==> src/rtl/irq_dual_bank_pkg.sv <==
package irq_dual_bank_pkg;
    localparam int WORD_W  = 32;
    localparam int ADDR_W  = 3;
    localparam int N_LINES = 2;

    typedef logic [WORD_W-1:0] word_t;
    typedef logic [ADDR_W-1:0] addr_t;

    // Summary flag positions inside the primary cause word
    localparam int POS_RAW   = 0;
    localparam int POS_LINE0 = 30;
    localparam int POS_LINE1 = 31;

    // Primary bank stores only bits 29:1; the rest are computed flags
    localparam word_t PRI_KEEP = 32'h3FFF_FFFE;
    localparam word_t SEC_KEEP = 32'hFFFF_FFFF;

    localparam addr_t ADR_PRI   = 3'd0;
    localparam addr_t ADR_SEC   = 3'd1;
    localparam addr_t ADR_MASK0 = 3'd2;  // line k primary mask at 2+2k, secondary at 3+2k
    localparam addr_t ADR_SEL0  = 3'd6;
    localparam addr_t ADR_SEL1  = 3'd7;
endpackage

==> src/rtl/irq_cause_bank.sv <==
module irq_cause_bank
    import irq_dual_bank_pkg::*;
#(
    parameter word_t KEEP = SEC_KEEP
) (
    input  logic  clk,
    input  logic  rst_n,
    input  word_t ev,
    input  logic  clr_en,
    input  word_t clr_data,
    output word_t cause_q
);
    typedef struct packed {
        word_t bits;
    } bank_t;

    bank_t st_d, st_q;

    always_comb begin
        word_t hold;
        hold = clr_en ? (st_q.bits & clr_data) : st_q.bits;
        st_d.bits = (hold | ev) & KEEP;
    end

    always_ff @(posedge clk or negedge rst_n) begin
        if (!rst_n) st_q <= '0;
        else        st_q <= st_d;
    end

    assign cause_q = st_q.bits;
endmodule

==> src/rtl/irq_line_view.sv <==
module irq_line_view
    import irq_dual_bank_pkg::*;
(
    input  word_t pri_q,
    input  word_t sec_q,
    input  word_t pri_word,
    input  word_t pri_mask,
    input  word_t sec_mask,
    output logic  line_sum,
    output word_t sel_word
);
    logic pri_act, sec_act;

    always_comb begin
        pri_act  = |(pri_q & pri_mask & PRI_KEEP);
        sec_act  = |(sec_q & sec_mask);
        line_sum = pri_act | sec_act;
        if (pri_act)      sel_word = {sec_act, 1'b0, pri_word[29:0]};
        else if (sec_act) sel_word = {1'b0, 1'b1, sec_q[29:0]};
        else              sel_word = '0;
    end
endmodule

==> src/rtl/irq_dual_bank.sv <==
module irq_dual_bank
    import irq_dual_bank_pkg::*;
(
    input  logic        clk,
    input  logic        rst_n,
    input  logic [31:0] ev_pri,
    input  logic [31:0] ev_sec,
    input  logic        wr_en,
    input  logic [2:0]  wr_addr,
    input  logic [31:0] wr_data,
    input  logic [2:0]  rd_addr,
    output logic [31:0] rd_data,
    output logic [1:0]  irq_n
);
    typedef struct packed {
        logic [N_LINES-1:0][WORD_W-1:0] pmask;
        logic [N_LINES-1:0][WORD_W-1:0] smask;
        logic [N_LINES-1:0]             irq_n;
    } ctl_t;

    ctl_t ctl_d, ctl_q;

    word_t pri_q, sec_q, pri_word;
    logic  raw_sum;
    logic  [N_LINES-1:0] line_sum;
    word_t sel_word [N_LINES];

    irq_cause_bank #(.KEEP(PRI_KEEP)) u_pri (
        .clk(clk), .rst_n(rst_n), .ev(ev_pri),
        .clr_en(wr_en && wr_addr == ADR_PRI), .clr_data(wr_data),
        .cause_q(pri_q)
    );

    irq_cause_bank #(.KEEP(SEC_KEEP)) u_sec (
        .clk(clk), .rst_n(rst_n), .ev(ev_sec),
        .clr_en(wr_en && wr_addr == ADR_SEC), .clr_data(wr_data),
        .cause_q(sec_q)
    );

    assign raw_sum  = (|pri_q) | (|sec_q);
    assign pri_word = {line_sum[1], line_sum[0], pri_q[29:1], raw_sum};

    for (genvar k = 0; k < N_LINES; k++) begin : g_line
        irq_line_view u_view (
            .pri_q(pri_q), .sec_q(sec_q), .pri_word(pri_word),
            .pri_mask(ctl_q.pmask[k]), .sec_mask(ctl_q.smask[k]),
            .line_sum(line_sum[k]), .sel_word(sel_word[k])
        );
    end

    always_comb begin
        ctl_d = ctl_q;
        for (int k = 0; k < N_LINES; k++) begin
            if (wr_en && wr_addr == addr_t'(ADR_MASK0 + 2*k))
                ctl_d.pmask[k] = wr_data;
            if (wr_en && wr_addr == addr_t'(ADR_MASK0 + 2*k + 1))
                ctl_d.smask[k] = wr_data;
            ctl_d.irq_n[k] = ~line_sum[k];
        end
    end

    always_ff @(posedge clk or negedge rst_n) begin
        if (!rst_n) begin
            ctl_q.pmask <= '0;
            ctl_q.smask <= '0;
            ctl_q.irq_n <= '1;
        end else begin
            ctl_q <= ctl_d;
        end
    end

    always_comb begin
        case (rd_addr)
            ADR_PRI:  rd_data = pri_word;
            ADR_SEC:  rd_data = sec_q;
            3'd2:     rd_data = ctl_q.pmask[0];
            3'd3:     rd_data = ctl_q.smask[0];
            3'd4:     rd_data = ctl_q.pmask[1];
            3'd5:     rd_data = ctl_q.smask[1];
            ADR_SEL0: rd_data = sel_word[0];
            ADR_SEL1: rd_data = sel_word[1];
            default:  rd_data = '0;
        endcase
    end

    assign irq_n = ctl_q.irq_n;
endmodule

==> config.mk <==
export PLATFORM = sky130hd
export DESIGN_NAME = irq_dual_bank
export DESIGN_NICKNAME = d
export VERILOG_FILES = /design/src/rtl/irq_dual_bank_pkg.sv /design/src/rtl/irq_cause_bank.sv /design/src/rtl/irq_line_view.sv /design/src/rtl/irq_dual_bank.sv
export SDC_FILE = /design/constraint.sdc
export NUM_CORES = 1
export LEC_CHECK = 0
export ABC_AREA = 1
export BUFFER_PORTS_ARGS = -buffer_cell sky130_fd_sc_hd__buf_2
export CAP_MARGIN = 20
export CORE_MARGIN = 2
export CORE_UTILIZATION = 40
export CTS_CLUSTER_DIAMETER = 40
export DETAILED_ROUTE_END_ITERATION = 10
export PLACE_DENSITY_LB_ADDON = 0.1
export SYNTH_ARGS = -nofsm -noshare
export SYNTH_HDL_FRONTEND = slang
export SYNTH_HIERARCHICAL = 1
export SYNTH_SLANG_ARGS = --single-unit
==> constraint.sdc <==
create_clock -name clk -period 2.85 [get_ports clk]
set_input_delay 0.285 -clock clk [delete_from_list [all_inputs] [get_ports clk]]
set_output_delay 0.285 -clock clk [all_outputs]
set_load 0.005 [all_outputs]
==> results.yml <==
grt:
  overflow: 0
  grt_max_degree: 77
  antenna_found_initial: 2
  track_usage_pct: 25.6
  gr-usage-met3_pct: 3.36
  use_met1_pct: 34.8
  use_met2_pct: 42.8
  grt_busiest_layer: "met2"
  grt_pass1_vias: 11205
  grt_pass1_wl_mm: 61.6
logic_synthesis:
  syn_area_sq_um: 11800
  yosysWarnings: 6
  synth_seq_area_share_pct: 40.4
  synthCells: 1856
  synth-compound-area-share_pct: 9.67
  yosys.area_share.simple_pct: 34.6
  synth_top_family_by_area: "simple AND/OR/NAND/NOR gates"
  synth_xor_area_share_pct: 0
  synth.distinct_cells: 24
  synth.avg_cell_area_sq_um: 6.38
  synthMuxAreaShare_pct: 0
  synth-adder-area-share_pct: 0
  synth_seq_cells: 191
clock_network:
  path_clk_slew_ns: 0.08
  cts_buffer_depth: 2
  h-tree-depth: 4
  cts.sinks: 191
  cts_made_buffers: 17
  clkLatencyLatePin_ns: 0.45
  cts_tree: "yes"
  cts_root_buf: "clkbuf_16"
finish:
  final_common_cell: "nand2_1"
  final_area_sq_um: 14200
  nets: 2122
  synthToLayoutAreaGrowth_pct: 19.7
  mostFrequentLayoutCells: "nand2_1, inv_1, dfrtp_1"
  post-route-util_pct: 49.0
  layout-drive-gt1-share_pct: 17.9
placement:
  place.gp.congestion: 0.828
  port_buffers: 135
  hpwlAfterDp_mm: 26.5
  placedInstanceArea_sq_um: 13000
setup_path:
  path_max_fanout: 8
  worstSetupEndpointType: "output pin"
  cp.arrival_ns: 2.57
  crit_path_start_kind: "register"
  setup.worst_path.class: "register to output pin"
  crit_required_ns: 2.57
  regToRegSetupSlack_ns: 1.07
floorplan:
  die_w_um: 176
  start_util_pct: 40.9
  die_area_sq_um: 31000
  die_height_um: 176
  ios: 139
  core-area_sq_um: 28900
  num_rows: 62
sta:
  rsz0062_at_grt: "true"
  fin_tns_setup_ns: -0.00113
  final.setup.worst_slack_ns: -0.00113
  tightest_slew_ns: 0.742
  hold_slack_ns: 0.00922
  setup_viol: 1
  slew_headroom_pct: 50.4
  hold_viol_final: 0
  final.min_clock_period_ns: 2.85
  clock_skew_ns: 0.0181
  fin_crit_sh_pct: 100
  clock.fmax_mhz: 351
  drv_slew: 0
outcome:
  violations: "setup timing"
  status: "finished with violations"
pwr:
  powerDensity_nw_per_um2: 527
  p_leak_nw: 8.05
  vdd_drop_max_mv: 0.463
routing:
  first_iter_violations: 1056
  vias: 11869
  drc: 0
  viasPerCell: 4.91
  ant_nets: 0
  post_drt_wl_per_cell_um: 16.5
  routed_wl_mm: 39.9
  first_pass_iters: 5
worst_hold_path:
  hold_path.class: "primary input to register"
job:
  maxCapViolations: 0
-- per-stage QoR --
stage,setup WS (ns),total power [mW],instances
2_1_floorplan,1.05,4.28,1858
3_3_place_gp,0.380,4.88,2349
3_5_place_dp,0.340,4.91,2349
4_1_cts,0.00102,7.44,2386
5_1_grt,-0.107,7.92,2416
6_report,-0.00113,7.47,2417
-- final cells by class --
type / count / area, sq um
diodes: 3 / 7.51
inverters: 341 / 1290
fillers: 3074 / 14800
flip-flops and latches: 191 / 4820
well taps: 384 / 480
clock buffers: 19 / 443
clock inverters: 13 / 150
repair buffers: 220 / 1520
multi-input cells: 1246 / 5460
-- sequential cells by signal, summed over array words and instances, names as in the netlist --
| signal | cells |
|---|---|
| ctl_q | 128 |
| u_sec/cause_q | 32 |
| u_pri/cause_q | 29 |
| irq_n | 2 |
-- worst max-delay path: stages, from the launching register on --
cell and delay, ns:
dfrtp_2 0.47, nand2_1 0.11, nand4_1 0.17, nor2_2 0.23, nand2_2 0.09, nor2_4 0.09
buf_4 0.15, buf_12 0.14, nand3_1 0.07, nand2_1 0.07, nand4_1 0.09, nand4_1 0.11
nor2_1 0.05, nand2_1 0.13, buf_2 0.14
-- layer usage --
| metal | part of all wire [%] | vias to the layer above |
|---|---|---|
| li1 | - | 5913 |
| met1 | 45 | 5484 |
| met2 | 47 | 415 |
| met3 | 6.0 | 57 |
| met4 | 2.0 | 0 |
| met5 | 0 | - |
-- cell usage after synthesis --
cell | number | area (sq um)
nand3_2 | 10 | 100
o21ai_0 | 141 | 706
dfstp_2 | 2 | 52.6
nor3_4 | 1 | 16.3
inv_1 | 324 | 1220
nand4_1 | 28 | 175
nand2_1 | 748 | 2810
nor2_1 | 154 | 578
a21oi_1 | 19 | 95.1
conb_1 | 1 | 3.75
nor3_1 | 2 | 10.0
clkbuf_2 | 4 | 20.0
nand3_1 | 76 | 380
inv_4 | 4 | 25.0
dfrtp_1 | 189 | 4730
buf_6 | 17 | 191
o21ai_1 | 30 | 150
clkbuf_1 | 10 | 37.5
inv_2 | 12 | 45.0
buf_4 | 10 | 75.1
clkinv_1 | 1 | 3.75
o22ai_1 | 31 | 194
nor2_4 | 3 | 33.8
buf_2 | 39 | 195
-- power breakdown --
part	leakage (nW)	switching (mW)	internal [mW]
combinational	5.60	0.988	0.584
clock	0.286	1.18	1.34
sequential	2.16	0.317	3.07
-- logic make-up (layout without fill, tap and decap cells) --
family,Yosys count,count (layout)
other cells,1,6
flops,191,191
compound gates,221,221
buf+inv,421,593
simple gates,1022,1022
-- repair_timing --
item / in CTS / in global routing
setup buffers: 1 / 23
endpoints found under the hold margin: 74 / 0
resized for setup: 10 / 109
gates cloned: 0 / 5
pin swaps: 1 / 56
setup endpoints to repair: 30 / 32
hold buffers: 4 / 0
-- worst paths after layout --
path | startpoint | to | cells after the start
setup reg to reg | u_pri/cause_q[1]$_DFF_PN0_ | irq_n[1]$_DFF_PN1_ | 9
setup / recovery | u_pri/cause_q[1]$_DFF_PN0_ | rd_data[0] | 14
min in group asynchronous | rst_n | u_sec/cause_q[3]$_DFF_PN0_ | 2
hold reg to reg | ctl_q[97]$_DFFE_PN0P_ | ctl_q[97]$_DFFE_PN0P_ | 2
max in group asynchronous | rst_n | u_sec/cause_q[14]$_DFF_PN0_ | 3
hold / removal | ev_sec[25] | u_sec/cause_q[25]$_DFF_PN0_ | 3
(Power assumes the default switching activity.)
